[src/rtl/uart_txf_pkg.sv]
package uart_txf_pkg;

  // Sequencer phases of one character
  typedef enum logic [2:0] {
    TXF_IDLE   = 3'd0,
    TXF_START  = 3'd1,
    TXF_DATA   = 3'd2,
    TXF_PARITY = 3'd3,
    TXF_STOP   = 3'd4
  } txf_state_e;

  // Line-control byte; field positions are decoded by software, so they stay fixed
  typedef struct packed {
    logic       spare;      // bit 7, not used by the framer
    logic       brk;        // bit 6, hold line low
    logic       stick;      // bit 5, constant parity level
    logic       even;       // bit 4, parity sense
    logic       par_en;     // bit 3, parity bit present
    logic       long_stop;  // bit 2, extended stop period
    logic [1:0] wlen;       // bits 1:0, word length code
  } txf_cfg_t;

  localparam int unsigned TXF_MIN_WORD = 5;

endpackage

[src/rtl/txf_hold.sv]
module txf_hold
  import uart_txf_pkg::*;
#(
  parameter int DATA_W = 8
) (
  input  logic              clk,
  input  logic              rst_n,
  input  logic              in_valid,
  input  logic [DATA_W-1:0] in_data,
  input  logic [7:0]        line_ctrl,
  input  logic              idle,
  input  logic              launch,
  output logic              in_ready,
  output logic              pending,
  output logic [DATA_W-1:0] data_q,
  output txf_cfg_t          cfg_q
);

  logic              en_q, en_d;
  logic              pend_q, pend_d;
  logic [DATA_W-1:0] data_d;
  txf_cfg_t          cfg_d;
  logic              accept;

  assign in_ready = en_q & idle & ~pend_q;
  assign accept   = in_valid & in_ready;

  always_comb begin
    en_d   = 1'b1;
    pend_d = pend_q;
    data_d = data_q;
    cfg_d  = cfg_q;
    if (accept) begin
      pend_d = 1'b1;
      data_d = in_data;
      cfg_d  = txf_cfg_t'(line_ctrl);
    end else if (launch) begin
      pend_d = 1'b0;
    end
  end

  always_ff @(posedge clk or negedge rst_n) begin
    if (!rst_n) begin
      en_q   <= 1'b0;
      pend_q <= 1'b0;
      data_q <= '0;
      cfg_q  <= '0;
    end else begin
      en_q   <= en_d;
      pend_q <= pend_d;
      data_q <= data_d;
      cfg_q  <= cfg_d;
    end
  end

  assign pending = pend_q;

endmodule

[src/rtl/txf_decode.sv]
module txf_decode
  import uart_txf_pkg::*;
#(
  parameter int OSR    = 16,
  parameter int DATA_W = 8,
  parameter int CNT_W  = 6,
  parameter int NB_W   = 4
) (
  input  txf_cfg_t          cfg,
  input  logic [DATA_W-1:0] data,
  output logic [NB_W-1:0]   nbits,
  output logic [CNT_W-1:0]  stop_len,
  output logic              par_bit
);

  localparam logic [CNT_W-1:0] ONE_STOP  = CNT_W'(OSR);
  localparam logic [CNT_W-1:0] HALF_STOP = CNT_W'(OSR + OSR / 2);
  localparam logic [CNT_W-1:0] TWO_STOP  = CNT_W'(2 * OSR);

  logic [DATA_W-1:0] masked;
  logic              ones_odd;
  logic              unused_cfg;

  assign nbits = NB_W'(TXF_MIN_WORD) + NB_W'(cfg.wlen);

  // keep only the bits that go on the line
  for (genvar i = 0; i < DATA_W; i++) begin : g_mask
    assign masked[i] = data[i] & (nbits > NB_W'(i));
  end

  assign ones_odd = ^masked;

  always_comb begin
    if (cfg.stick)     par_bit = ~cfg.even;
    else if (cfg.even) par_bit = ones_odd;
    else               par_bit = ~ones_odd;
  end

  always_comb begin
    if (!cfg.long_stop)     stop_len = ONE_STOP;
    else if (cfg.wlen == 0) stop_len = HALF_STOP;
    else                    stop_len = TWO_STOP;
  end

  assign unused_cfg = ^{cfg.spare, cfg.brk, cfg.par_en};

endmodule

[src/rtl/txf_seq.sv]
module txf_seq
  import uart_txf_pkg::*;
#(
  parameter int OSR   = 16,
  parameter int CNT_W = 6,
  parameter int NB_W  = 4,
  parameter int IDX_W = 3
) (
  input  logic             clk,
  input  logic             rst_n,
  input  logic             tick,
  input  logic             pending,
  input  logic [NB_W-1:0]  nbits,
  input  logic [CNT_W-1:0] stop_len,
  input  logic             par_en,
  output txf_state_e       state,
  output logic [IDX_W-1:0] bit_idx,
  output logic             launch,
  output logic             idle
);

  localparam logic [CNT_W-1:0] BIT_LEN = CNT_W'(OSR);

  txf_state_e       state_q, state_d;
  logic [CNT_W-1:0] tcnt_q, tcnt_d;
  logic [IDX_W-1:0] bidx_q, bidx_d;
  logic [CNT_W-1:0] phase_len;
  logic             phase_end;
  logic             last_bit;

  assign phase_len = (state_q == TXF_STOP) ? stop_len : BIT_LEN;
  assign phase_end = tick & (tcnt_q == phase_len - 1'b1);
  assign last_bit  = (NB_W'(bidx_q) == nbits - 1'b1);

  always_comb begin
    state_d = state_q;
    tcnt_d  = tcnt_q;
    bidx_d  = bidx_q;
    launch  = 1'b0;
    if (tick && state_q != TXF_IDLE) begin
      tcnt_d = phase_end ? '0 : tcnt_q + 1'b1;
    end
    unique case (state_q)
      TXF_IDLE: begin
        if (tick && pending) begin
          state_d = TXF_START;
          tcnt_d  = '0;
          launch  = 1'b1;
        end
      end
      TXF_START: begin
        if (phase_end) begin
          state_d = TXF_DATA;
          bidx_d  = '0;
        end
      end
      TXF_DATA: begin
        if (phase_end) begin
          if (last_bit) state_d = par_en ? TXF_PARITY : TXF_STOP;
          else          bidx_d  = bidx_q + 1'b1;
        end
      end
      TXF_PARITY: begin
        if (phase_end) state_d = TXF_STOP;
      end
      TXF_STOP: begin
        if (phase_end) state_d = TXF_IDLE;
      end
      default: state_d = TXF_IDLE;
    endcase
  end

  always_ff @(posedge clk or negedge rst_n) begin
    if (!rst_n) begin
      state_q <= TXF_IDLE;
      tcnt_q  <= '0;
      bidx_q  <= '0;
    end else begin
      state_q <= state_d;
      tcnt_q  <= tcnt_d;
      bidx_q  <= bidx_d;
    end
  end

  assign state   = state_q;
  assign bit_idx = bidx_q;
  assign idle    = (state_q == TXF_IDLE);

endmodule

[src/rtl/uart_tx_framer.sv]
module uart_tx_framer
  import uart_txf_pkg::*;
#(
  parameter int OSR    = 16,
  parameter int DATA_W = 8
) (
  input  logic              clk,
  input  logic              rst_n,
  input  logic              tick,
  input  logic              in_valid,
  input  logic [DATA_W-1:0] in_data,
  input  logic [7:0]        line_ctrl,
  output logic              in_ready,
  output logic              txd,
  output logic              busy
);

  localparam int CNT_W = $clog2(2 * OSR + 1);
  localparam int NB_W  = $clog2(DATA_W + 1);
  localparam int IDX_W = $clog2(DATA_W);

  logic [1:0]        rst_sync;
  logic              core_rst_n;
  logic              pending, launch, idle;
  logic [DATA_W-1:0] data_q;
  txf_cfg_t          cfg_q;
  txf_state_e        state;
  logic [IDX_W-1:0]  bit_idx;
  logic [NB_W-1:0]   nbits;
  logic [CNT_W-1:0]  stop_len;
  logic              par_bit;
  logic              frame_lvl;
  txf_cfg_t          live_cfg;

  // assert asynchronously, release on the clock
  always_ff @(posedge clk or negedge rst_n) begin
    if (!rst_n) rst_sync <= 2'b00;
    else        rst_sync <= {rst_sync[0], 1'b1};
  end
  assign core_rst_n = rst_sync[1];

  txf_hold #(.DATA_W(DATA_W)) u_hold (
    .clk      (clk),
    .rst_n    (core_rst_n),
    .in_valid (in_valid),
    .in_data  (in_data),
    .line_ctrl(line_ctrl),
    .idle     (idle),
    .launch   (launch),
    .in_ready (in_ready),
    .pending  (pending),
    .data_q   (data_q),
    .cfg_q    (cfg_q)
  );

  txf_decode #(.OSR(OSR), .DATA_W(DATA_W), .CNT_W(CNT_W), .NB_W(NB_W)) u_dec (
    .cfg     (cfg_q),
    .data    (data_q),
    .nbits   (nbits),
    .stop_len(stop_len),
    .par_bit (par_bit)
  );

  txf_seq #(.OSR(OSR), .CNT_W(CNT_W), .NB_W(NB_W), .IDX_W(IDX_W)) u_seq (
    .clk     (clk),
    .rst_n   (core_rst_n),
    .tick    (tick),
    .pending (pending),
    .nbits   (nbits),
    .stop_len(stop_len),
    .par_en  (cfg_q.par_en),
    .state   (state),
    .bit_idx (bit_idx),
    .launch  (launch),
    .idle    (idle)
  );

  always_comb begin
    unique case (state)
      TXF_START:  frame_lvl = 1'b0;
      TXF_DATA:   frame_lvl = data_q[bit_idx];
      TXF_PARITY: frame_lvl = par_bit;
      default:    frame_lvl = 1'b1;
    endcase
  end

  // break acts on the live control value, not the captured one
  assign live_cfg = txf_cfg_t'(line_ctrl);
  assign txd      = frame_lvl & ~live_cfg.brk;
  assign busy     = pending | ~idle;

endmodule

[config.mk]
export PLATFORM = sky130hd
export DESIGN_NAME = uart_tx_framer
export DESIGN_NICKNAME = d
export VERILOG_FILES = /design/src/rtl/uart_txf_pkg.sv /design/src/rtl/txf_hold.sv /design/src/rtl/txf_decode.sv /design/src/rtl/txf_seq.sv /design/src/rtl/uart_tx_framer.sv
export SDC_FILE = /design/constraint.sdc
export NUM_CORES = 1
export LEC_CHECK = 0
export ABC_AREA = 1
export CAP_MARGIN = 20
export CORE_ASPECT_RATIO = 0.75
export CORE_MARGIN = 1.5
export CORE_UTILIZATION = 59
export DETAILED_ROUTE_END_ITERATION = 12
export GPL_ROUTABILITY_DRIVEN = 0
export MAX_ROUTING_LAYER = met4
export PLACE_DENSITY = 0.95
export REMOVE_ABC_BUFFERS = 1
export SLEW_MARGIN = 20
export SYNTH_ARGS = -nofsm -noshare
export SYNTH_HDL_FRONTEND = slang
export SYNTH_SLANG_ARGS = --single-unit
export TNS_END_PERCENT = 100
[constraint.sdc]
create_clock -name clk -period 3.5 [get_ports clk]
set_input_delay 0.35 -clock clk [delete_from_list [all_inputs] [get_ports clk]]
set_output_delay 0.35 -clock clk [all_outputs]
set_load 0.05 [all_outputs]
# Word-level counts from Yosys, hierarchy flattened
# Cells that the tools add are included.
[word_totals]
rom_bits = 0
latch_bits = 0
regBits = 30
ramBits = 0
n_memories = 0
word_cells = 95
[classes]
n_div = 0
n_shift = 0
n_eq_ne = 13
multipliers = 0
n_mux = 27
add_sub_neg = 5
magnitude_cmp = 9
reduce_logical = 10
n_bitwise = 19
[op_table]
columns = ["op", "n"]
rows = [
  ["$mux W6", 7],
  ["$mux W3", 9],
  ["$gt A4 B3 Y1 const B", 4],
  ["$pmux W3 S5", 1],
  ["$and A1 B1 Y1", 13],
  ["$ne A2 B1 Y1 const B", 6],
  ["$gt A4 B1 Y1 const B", 2],
  ["$gt A4 B2 Y1 const B", 2],
  ["$reduce_xor A8 Y1", 1],
  ["$mux W1", 7],
  ["$add A6 B1 Y6 const B", 1],
  ["$eq A3 B2 Y1 const B", 2],
  ["$eq A6 B6 Y1", 1],
  ["$pmux W3 S2", 1],
  ["$reduce_and A6 Y1", 1],
  ["$sub A6 B1 Y6 const B", 1],
  ["$not A1 Y1", 5],
  ["$add A3 B2 Y4 const A", 1],
  ["$eq A3 B4 Y1", 1],
  ["$lt A3 B4 Y1 const B", 1],
  ["$reduce_and A4 Y1", 1],
  ["$reduce_bool A2 Y1", 2],
  ["$sub A4 B1 Y4 const B", 1],
  ["$add A3 B1 Y3 const B", 1],
  ["other kinds (10)", 11],
]

# Longest topological paths before layout
# Gate-level depths: netlist (run 1).
[depth]
ltp_word = 11
depth_mapped = 16

# Cells and area by module
# From an unflattened synthesis (run 1), not the netlist that was laid out.
[hier_totals]
hier_cells = 346
area_unflattened_um2 = 2354.8
[modules_own_cells]
columns = ["module", "n_inst", "cells_each", "area_each_um2", "seq_area_each_um2"]
rows = [
  ["txf_seq", 1, 171, 1113.6, 300.3],
  ["txf_hold", 1, 76, 739.5, 450.4],
  ["txf_decode", 1, 64, 301.5, 0.0],
  ["uart_tx_framer", 1, 35, 200.2, 50.0],
]

# Worst setup path before layout (run 1)
# OpenSTA, ideal clock, no wires.
[synth_path]
path_kind = "register to output"
startpoint = "register, netlist name u_hold.cfg_q[0]"
endpoint = "output txd"
slack_ns = 0.933
path_stages_with_launch = 14
arrival_time_ns = 2.217
required_time_ns = 3.150
cell_sequence = "dfrtp_1 -> inv_1 -> ha_1 -> nor2_1 -> nand2_1 -> nand2_1 -> nand3_1 -> nand2_1 -> nand3_1 -> nand2_1 -> nand3_1 -> nand2_1 -> nand2_1 -> a21oi_1"
[synth_between]
elab_chain_len = 9
[synth_lines]
columns = ["item", "line", "rtl"]
rows = [
  ["$add A3 B2 Y4 *", "txf_decode.sv:24", "assign nbits = NB_W'(TXF_MIN_WORD) + NB_W'(cfg.wlen);"],
  ["$gt A4 B1 Y1 (tied with other cells)", "txf_decode.sv:28", "assign masked[i] = data[i] & (nbits > NB_W'(i));"],
  ["$and A1 B1 Y1", "txf_decode.sv:28", ""],
  ["$reduce_xor A8 Y1 *", "txf_decode.sv:31", "assign ones_odd = ^masked;"],
  ["$not A1 Y1", "txf_decode.sv:36", "else par_bit = ~ones_odd;"],
  ["$mux W1 *", "txf_decode.sv:35", "else if (cfg.even) par_bit = ones_odd;"],
  ["$mux W1 *", "txf_decode.sv:34", "if (cfg.stick) par_bit = ~cfg.even;"],
  ["$pmux W1 S3 *", "uart_tx_framer.sv:79", "unique case (state)"],
  ["$and A1 B1 Y1 *", "uart_tx_framer.sv:89", "assign txd = frame_lvl & ~live_cfg.brk;"],
  ["end, declared", "uart_tx_framer.sv:14", "output logic txd,"],
]
# Every way passes the cells marked *; elsewhere a longest branch is shown, timed or not.

# Worst setup path in the final report (run 1)
[layout_path]
startpoint = "register, netlist name u_hold.cfg_q[0]"
endpoint = "output txd"
[layout_between]
elab_chain_len = 9
[layout_lines]
columns = ["item", "line"]
rows = [
  ["$add A3 B2 Y4 *", "txf_decode.sv:24"],
  ["$gt A4 B1 Y1 (tied with other cells)", "txf_decode.sv:28"],
  ["$and A1 B1 Y1", "txf_decode.sv:28"],
  ["$reduce_xor A8 Y1 *", "txf_decode.sv:31"],
  ["$not A1 Y1", "txf_decode.sv:36"],
  ["$mux W1 *", "txf_decode.sv:35"],
  ["$mux W1 *", "txf_decode.sv:34"],
  ["$pmux W1 S3 *", "uart_tx_framer.sv:79"],
  ["$and A1 B1 Y1 *", "uart_tx_framer.sv:89"],
]
# Marked as above.

==> flow_summary.yaml, run 1 <==
drt:
  ant_nets: 0
  routed_wirelength_um: 3700
  drc_errors: 0
  drt-wirelength-per-cell_um: 12.5
  initialDrtViolationCount: 113
  viasPerCell: 5.24
  num_vias: 1546
  drt-pass1-iter-count: 4
placed_design:
  port-buffer-count: 21
  placed_cell_area_um2: 2050
  dp_hpwl_um: 2720
yosys:
  synth_seq_cells: 30
  synth_warnings: 0
  synth_top_area_share_pct: 41.5
  syn_avg_cell_area_um2: 7.90
  yosysSeqAreaShare_pct: 41.5
  synth_cell_type_count: 28
  yosysTopAreaCell: "dfrtp_1"
  synthCells: 229
  syn_area_um2: 1810
  ys_top_cells_by_area: "dfrtp_1 (42%), nand2_1 (9.8%), inv_1 (5.8%), ha_1 (5.5%), a21oi_1 (5.3%)"
pwr:
  power_leakage_nw: 1.08
  powerDensity_nw_per_um2: 897
  ir_worst_vdd_mv: 0.529
clock_network:
  cts_tree: "built"
  clkTransAtPathRegs_ns: 0.06
  htree_levels: 2
  cts.sinks: 30
  cts_post_setup_buffers_inserted: 0
  cts-root-buf: "clkbuf_8"
  clockBufferDepth: 2
  clock_latency_ns: 0.28
  cts_buffers: 5
flow_run:
  maxCapViolations: 0
global_route:
  grt_max_degree: 29
  grt_overflow_total: 0
  grt_usage_pct: 25.8
  grt_pass1_vias: 1446
  antenna_found_initial: 0
  grt_pass1_wl_um: 6270
setup_path:
  slowest_delay_ns: 0.42
  worstPathRequired_ns: 3.15
  cp-start-kind: "flop"
  critical_path_class: "flop to output port"
  cp_common_cell: "nand2_1"
  worstPathArrival_ns: 2.59
  cp-end-kind: "output port"
  slowest_stage: "dfrtp_1"
  worst-path-max-fanout: 5
  crit_path_cell_trace: "inv_1, ha_1, nor2_1, nand2_1, nand2_1, nand3_1, nand2_1, nand3_1, nand2_1, nand3_1, nand2_1, nand2_1, a21oi_1, dlymetal6s2s_1"
floorplanning:
  rows: 17
  dieArea_um2: 3410
  chipHeight_um: 50.9
  pin_count: 23
  start_util_pct: 61.6
  fp.dieW_um: 66.9
  core_area_um2: 2940
timing:
  setup_viol: 0
  period_needed_ns: 2.94
  grt_setup_unrepaired: "false"
  slew_viol_final: 0
  clock-skew-final_ns: 0.00526
  max_freq_mhz: 340
  period_share_pct: 84.0
  timing.hold.ws_ns: 0.235
  max_slew_margin_pct: 59.1
  hold_viol: 0
  setup_tns_ns: 0
  worst_pin_slew_ns: 0.613
layout:
  layout_common_cells: "nand2_1 (47), dfrtp_1 (29), inv_1 (28), nor2_1 (25), clkdlybuf4s50_1 (20)"
  fin_area_um2: 2160
  layout_commonest_cell: "nand2_1"
  nets: 284
  antennaDiodeCount: 0
  layout-drive-gt1-share_pct: 12.8
  area_delta_synth_final_pct: 19.5
status:
  status: "complete, no violations"
min_path:
  min_path_type: "primary input to async pin"
routing by layer:
| metal | track usage (%) | wire length, µm | vias up |
|---|---|---|---|
| li1 | - | - | 794 |
| met1 | 33.5 | 1750 | 698 |
| met2 | 38.3 | 1710 | 50 |
| met3 | 5.73 | 198 | 4 |
| met4 | 12.6 | 48 | 0 |
| met5 | - | 0 | - |
report_power, final:
group	internal [mW]	switching [mW]	total [mW]
sequential	0.494	0.139	0.633
clock	0.198	0.129	0.327
combinational	0.365	0.614	0.979
total	1.06	0.882	1.94
cell families (layout without fill, tap and decap cells):
logic type                 count (synthesis)  count (layout)  synth area share, %
xor gates and xnor gates                   4               4                 1.94
buffers and inverters                     34              61                 7.89
and+or+nand+nor                          105             105                 27.0
other                                      1               2                0.207
DFF                                       30              30                 41.5
adders and majority gates                  8               8                 5.54
AOI/OAI and AO/OA                         42              42                 12.8
muxes                                      5               5                 3.11
final cells by class:
cell class              instances  area (µm²)
inverters                      32         120
well taps                      38        47.5
repair buffers                 21         213
clock buffers                   8         110
multi-input cells             166         918
fillers                       230         774
flip-flops and latches         30         752
state kept, by name (all words and copies together), names as in the netlist:
name and flops:
u_hold.pending 1, u_seq.tcnt_q 6, u_seq.state 3, u_hold.cfg_q 6, u_hold.data_q 8, u_hold.en_q 1, u_seq.bit_idx 3, rst_sync 2
critical path: cells and delay by family (launching register included):
| kind | cells | cell delay, ns |
|---|---|---|
| AO/OA/AOI/OAI | 1 | 0.11 |
| buffers and inverters | 2 | 0.54 |
| adder cells (fa/ha/maj) | 1 | 0.31 |
| flip-flops | 1 | 0.42 |
| AND/OR/NAND/NOR | 10 | 0.91 |
synth_stat cells:
cell,count
a21oi_1,19
a22oi_1,1
buf_6,2
conb_1,1
dfrtp_1,30
ha_1,8
inv_1,28
inv_2,4
mux2_2,5
nand2_1,47
nand2_2,4
nand2_4,2
nand3_1,17
nand3_2,1
nand4_1,1
nor2_1,25
nor2_2,2
nor2_4,3
nor3_1,1
nor3_2,1
nor3b_1,1
o211ai_1,3
o21ai_0,15
o21ai_2,2
o22ai_1,1
o31ai_1,1
xnor2_1,2
xor2_1,2
through the flow:
step / std cells / util [%] / power (mW) / setup slack [ns]
global route: 295 / 73.6 / 2.12 / 0.320
global placement: 287 / 69.7 / 1.54 / 0.608
detailed placement: 287 / 69.7 / 1.60 / 0.508
finish: 295 / 73.6 / 1.94 / 0.559
floorplan: 228 / - / 1.37 / 0.933
CTS: 295 / 73.5 / 1.94 / 0.178
repair_timing:
| item | CTS | global route |
|---|---|---|
| hold buffers | 0 | 0 |
| endpoints found under the hold margin | 0 | 0 |
| resized for setup | 0 | 1 |
| setup endpoints to repair | 0 | 1 |
worst paths after layout:
| kind | startpoint | to | slack, ns | depth (start not counted) |
|---|---|---|---|---|
| min in group clk | rst_sync[0] | rst_sync[1] | 0.36 | 0 |
| worst min register to register | rst_sync[1] | u_seq.state[2] | 0.28 | 0 |
| max in group asynchronous | rst_sync[1] | u_seq.state[0] | 2.82 | 0 |
| worst max-delay path | u_hold.cfg_q[0] | txd | 0.56 | 14 |
| worst max register to register | u_hold.cfg_q[0] | u_seq.bit_idx[2] | 1.11 | 14 |
| worst min-delay path | rst_n | rst_sync[0] | 0.23 | 1 |
Note: power is estimated with default switching activity, not from simulation.
==> inputs of run 2 (changes only) <==
Settings changed: CORE_UTILIZATION 59 to 55, PLACE_DENSITY 0.95 to 0.9.
Clock period 3.5 ns to 2.9 ns, I/O delays scaled along.
==> run 2 against run 1 <==
Against the previous run:
- critical path depth increased by 1
- core utilization fell by 3.4 points
- sequential power grew 21%
- total power increased by 18%
- via count up 3.9%
- die area grew 6.9%
- register-to-register slack worse by 0.54 ns
- global-route usage shrank 1.9 points
- clock skew grew 0.00062 ns
- combinational power increased by 22%
==> flow_summary.yaml, run 2 (synthesized netlist as in run 1, its figures left out) <==
layout:
  final_util_pct: 70.2
  layout_common_cells: "nand2_1 (47), dfrtp_1 (29), inv_1 (28), nor2_1 (24), clkdlybuf4s50_1 (20)"
  layout_commonest_cell: "nand2_1"
  top_regs: "u_hold.data_q (8), u_hold.cfg_q (6), u_seq.tcnt_q (6)"
  layout-drive-gt1-share_pct: 12.9
  largest_reg_flops: 8
  finalNonFillerCells: 294
  antennaDiodeCount: 0
  nets: 284
  fin_area_um2: 2130
  largest_register: "u_hold.data_q"
  fillCellCount: 253
  area_delta_synth_final_pct: 18.1
floorplanning:
  start_util_pct: 59.4
  dieArea_um2: 3640
  core_area_um2: 3040
  rows: 17
  pin_count: 23
  chipHeight_um: 52.7
  fp.dieW_um: 69.2
drt:
  wl_met2_um: 1620
  drt-wirelength-per-cell_um: 12.5
  top_layer: "met4"
  viasPerCell: 5.46
  ant_nets: 0
  wirelength_met1_um: 1740
  drc_errors: 0
  wl_met3_um: 236
  num_vias: 1606
  initialDrtViolationCount: 62
  routed_wirelength_um: 3660
  drt-pass1-iter-count: 5
global_route:
  grt_max_degree: 29
  grt_pass1_vias: 1484
  grt_overflow_total: 0
  grt_usage_pct: 23.8
  grt_pass1_wl_um: 6420
  antenna_found_initial: 0
timing:
  max_freq_mhz: 380
  slew_viol_final: 0
  setup_tns_ns: 0
  worst_pin_slew_ns: 0.620
  clock-skew-final_ns: 0.00587
  period_needed_ns: 2.63
  fin_ws_ns: 0.266
  period_share_pct: 90.8
  timing.hold.ws_ns: 0.160
  grt_setup_unrepaired: "false"
  max_slew_margin_pct: 58.7
  hold_viol: 0
  setup_viol: 0
pwr:
  powerDensity_nw_per_um2: 1070
  ir_worst_vdd_mv: 0.593
  power_leakage_nw: 1.06
  finalPower_mw: 2.29
clock_network:
  cts-root-buf: "clkbuf_8"
  htree_levels: 2
  clock_latency_ns: 0.29
  cts.sinks: 30
  cts_buffers: 5
  clkTransAtPathRegs_ns: 0.06
  cts_tree: "built"
  clockBufferDepth: 2
setup_path:
  cp-end-kind: "output port"
  cp-start-kind: "flop"
  r2r-end: "u_seq.bit_idx[0]"
  worstPathArrival_ns: 2.34
  reg2reg_from: "u_hold.cfg_q[0]"
  reg2reg_depth: 15
  worstPathRequired_ns: 2.61
  r2r_slack_ns: 0.57
  worst-path-max-fanout: 5
  critical_path_class: "flop to output port"
flow_run:
  maxCapViolations: 0
placed_design:
  dp_hpwl_um: 2730
  port-buffer-count: 21
  dp.cells: 287
  dp_slack_ns: 0.587
  placed_cell_area_um2: 2050
min_path:
  min_path_type: "primary input to async pin"
status:
  status: "complete, no violations"
run 2: per-layer routing:
layer	track usage, %	vias up
met5	-	-
met4	9.15	0
met3	8.08	11
met2	35.7	44
met1	30.2	760
li1	-	791
run 2: worst max-delay path by stage:
stage                          startpoint  cells past startpoint  slack [ns]  end
after floorplan           u_hold.cfg_q[0]                     13        0.39  txd
final                     u_hold.cfg_q[0]                     15        0.27  txd
after CTS                 u_hold.cfg_q[0]                     14        0.27  txd
after global placement    u_hold.cfg_q[0]                     14        0.67  txd
after global routing      u_hold.cfg_q[0]                     14        0.02  txd
after detailed placement  u_hold.cfg_q[0]                     14        0.59  txd
run 2: area by class of cell:
cell class	instances	area (µm²)	share of cell area [%]
clock buffer	7	86.3	4.04
inverter	32	120	5.63
multi-input combinational	166	921	43.1
sequential	30	752	35.2
tap	38	47.5	2.23
timing repair buffer	21	208	9.73
run 2: repair_timing:
action	4_1_cts	5_1_grt
hold buffers	0	0
endpoints found under the setup margin	0	1
resized for setup	0	1
setup buffers	0	0
run 2: power by group:
part	total [mW]	internal (mW)	switching (mW)	leakage (nW)
Clock	0.340	0.188	0.153	0.0443
Combinational	1.19	0.441	0.746	0.665
Sequential	0.765	0.596	0.169	0.352
run 2: worst max-delay path, stage by stage (launching register included):
cell and delay (ns):
dfrtp_1 0.42, inv_1 0.15, ha_1 0.31, inv_1 0.06, nand2_1 0.08, nand3_1 0.07, nand2_1 0.10, nand3_1 0.09
nand2_1 0.09, nand2_1 0.07, nand2_1 0.07, nand3_1 0.07, nand2_1 0.09, nand2_1 0.05, a21oi_1 0.13, buf_4 0.21
==> inputs of run 3 (changes only) <==
Settings changed: CORE_MARGIN 1.5 to default, SLEW_MARGIN 20 to default.
==> run 3 against run 2 <==
Against the previous run:
- clock-buffer cell count decreased by 1
- cell count stayed put
- total power is essentially flat
- setup slack improved by 0.045 ns
- sequential share of layout area fell by 0.47 points
- largest power group unchanged
- highest routed layer unchanged
==> flow_summary.yaml, run 3 (synthesized netlist as in run 1, its figures left out) <==
drt:
  drc_errors: 0
  drt-wirelength-per-cell_um: 12.7
  routed_wirelength_um: 3740
  num_vias: 1578
  initialDrtViolationCount: 83
  ant_nets: 0
  viasPerCell: 5.37
  drt-pass1-iter-count: 4
global_route:
  grt_util_met3_pct: 6.14
  busiest_layer: "met2"
  met2_usage_pct: 36.9
  grt_pass1_wl_um: 6290
  grt_usage_pct: 25.2
  grt_overflow_total: 0
  antenna_found_initial: 0
  grt_max_degree: 25
  grt_pass1_vias: 1459
  met1_usage_pct: 33.2
layout:
  nets: 285
  layout_commonest_cell: "nand2_1"
  layout-drive-gt1-share_pct: 13.3
  antennaDiodeCount: 0
  largest_register: "u_hold.data_q"
  top_regs: "u_hold.data_q (8), u_hold.cfg_q (6), u_seq.tcnt_q (6)"
  largest_reg_flops: 8
  area_delta_synth_final_pct: 19.4
  layout_common_cells: "nand2_1 (47), dfrtp_1 (30), inv_1 (28), nor2_1 (24), clkdlybuf4s50_1 (20)"
clock_network:
  cts_tree: "built"
  clkTransAtPathRegs_ns: 0.06
  htree_levels: 2
  cts_buffers: 5
  cts-root-buf: "clkbuf_8"
  cts_post_setup_buffers_inserted: 0
  clock_latency_ns: 0.28
  clockBufferDepth: 2
  hold_buffers: 0
  cts.sinks: 30
setup_path:
  reg2reg_depth: 14
  worst-path-max-fanout: 5
  worstPathArrival_ns: 2.30
  r2r_slack_ns: 0.56
  cp-end-kind: "output port"
  r2r-end: "u_seq.bit_idx[2]"
  reg2reg_from: "u_hold.cfg_q[0]"
  worstPathRequired_ns: 2.61
  cp-start-kind: "flop"
  critical_path_class: "flop to output port"
min_path:
  min_path_type: "primary input to async pin"
pwr:
  power_leakage_nw: 1.07
  p_int_mw: 1.22
  finalPower_mw: 2.29
  ir_worst_vdd_mv: 0.576
  pwr-share-clk_pct: 14.4
  switchingPower_mw: 1.07
  p_sw_share_pct: 46.6
  seqPwrFrac_pct: 33.4
  powerDensity_nw_per_um2: 1060
  power_frac_comb_pct: 52.1
timing:
  setup_tns_ns: 0
  slew_viol_final: 0
  period_needed_ns: 2.59
  max_freq_mhz: 386
  grt_setup_unrepaired: "false"
  setup_viol: 0
  clock-skew-final_ns: 0.00392
  hold_viol: 0
  period_share_pct: 89.3
flow_run:
  maxCapViolations: 0
floorplanning:
  chipHeight_um: 51.7
  start_util_pct: 59.4
  dieArea_um2: 3520
  pin_count: 23
  rows: 17
  fp.dieW_um: 68.2
  core_area_um2: 3040
placed_design:
  port-buffer-count: 21
  dp_hpwl_um: 2810
status:
  status: "complete, no violations"
run 3: changes by cell type in the layout (fill, tap and decap cells not counted), sizes merged:
cell / before / now
buf: 1 / 2
clkbuf: 7 / 6
run 3: through the flow:
step           hold WS, ns  cell area, µm²  util (%)  cells  setup slack (ns)
3_3_place_gp         0.334            2040      67.2    287             0.662
6_report             0.164            2160      71.0    294             0.311
5_1_grt              0.167            2160      71.0    294            0.0566
2_1_floorplan     -0.00559            1790         -    228             0.393
3_5_place_dp         0.225            2070      68.1    288             0.547
4_1_cts              0.165            2150      70.8    294             0.265
run 3: how the worst max path moves through the flow:
stage | to | cells after the start | from
floorplan | txd | 13 | u_hold.cfg_q[0]
global placement | txd | 14 | u_hold.cfg_q[0]
detailed placement | u_seq.bit_idx[2] | 14 | u_hold.cfg_q[0]
CTS | txd | 14 | u_hold.cfg_q[0]
global route | txd | 14 | u_hold.cfg_q[0]
finish | txd | 14 | u_hold.cfg_q[0]
run 3: final cells by class:
| class | count | area [µm²] |
|---|---|---|
| multi-input cells | 166 | 923 |
| inverters | 32 | 120 |
| well taps | 38 | 47.5 |
| clock buffers | 6 | 82.6 |
| flip-flops and latches | 30 | 751 |
| fillers | 234 | 882 |
| repair buffers | 22 | 235 |
run 3: critical path, cell delays in order (launching register included):
cell and delay, ns:
dfrtp_1 0.41, inv_1 0.12, ha_2 0.25, nor2_2 0.17
nand3_1 0.11, nand3_1 0.09, nand2_1 0.10, inv_1 0.09
nand2_1 0.05, nand2_1 0.06, nand3_1 0.08, nand2_1 0.09
nand2_1 0.06, a21oi_1 0.14, buf_4 0.21
run 3: power by group through the flow:
stage	combinational (mW)	clock, mW	sequential (mW)
global route	1.36	0.349	0.792
CTS	1.18	0.333	0.760
finish	1.19	0.331	0.767
global placement	1.10	0	0.757
detailed placement	1.17	0	0.768
floorplan	0.930	0	0.722
run 3: routing by layer:
layer	part of all wire, %	wire [µm]
met2	46	1710
met3	6.6	246
met4	1.0	38
met5	0	0
met1	47	1740
run 3: timing repair:
| action | CTS | global route |
|---|---|---|
| endpoints found under the setup margin | 0 | 1 |
| resized for setup | 0 | 2 |
| hold endpoints to repair | 0 | 0 |
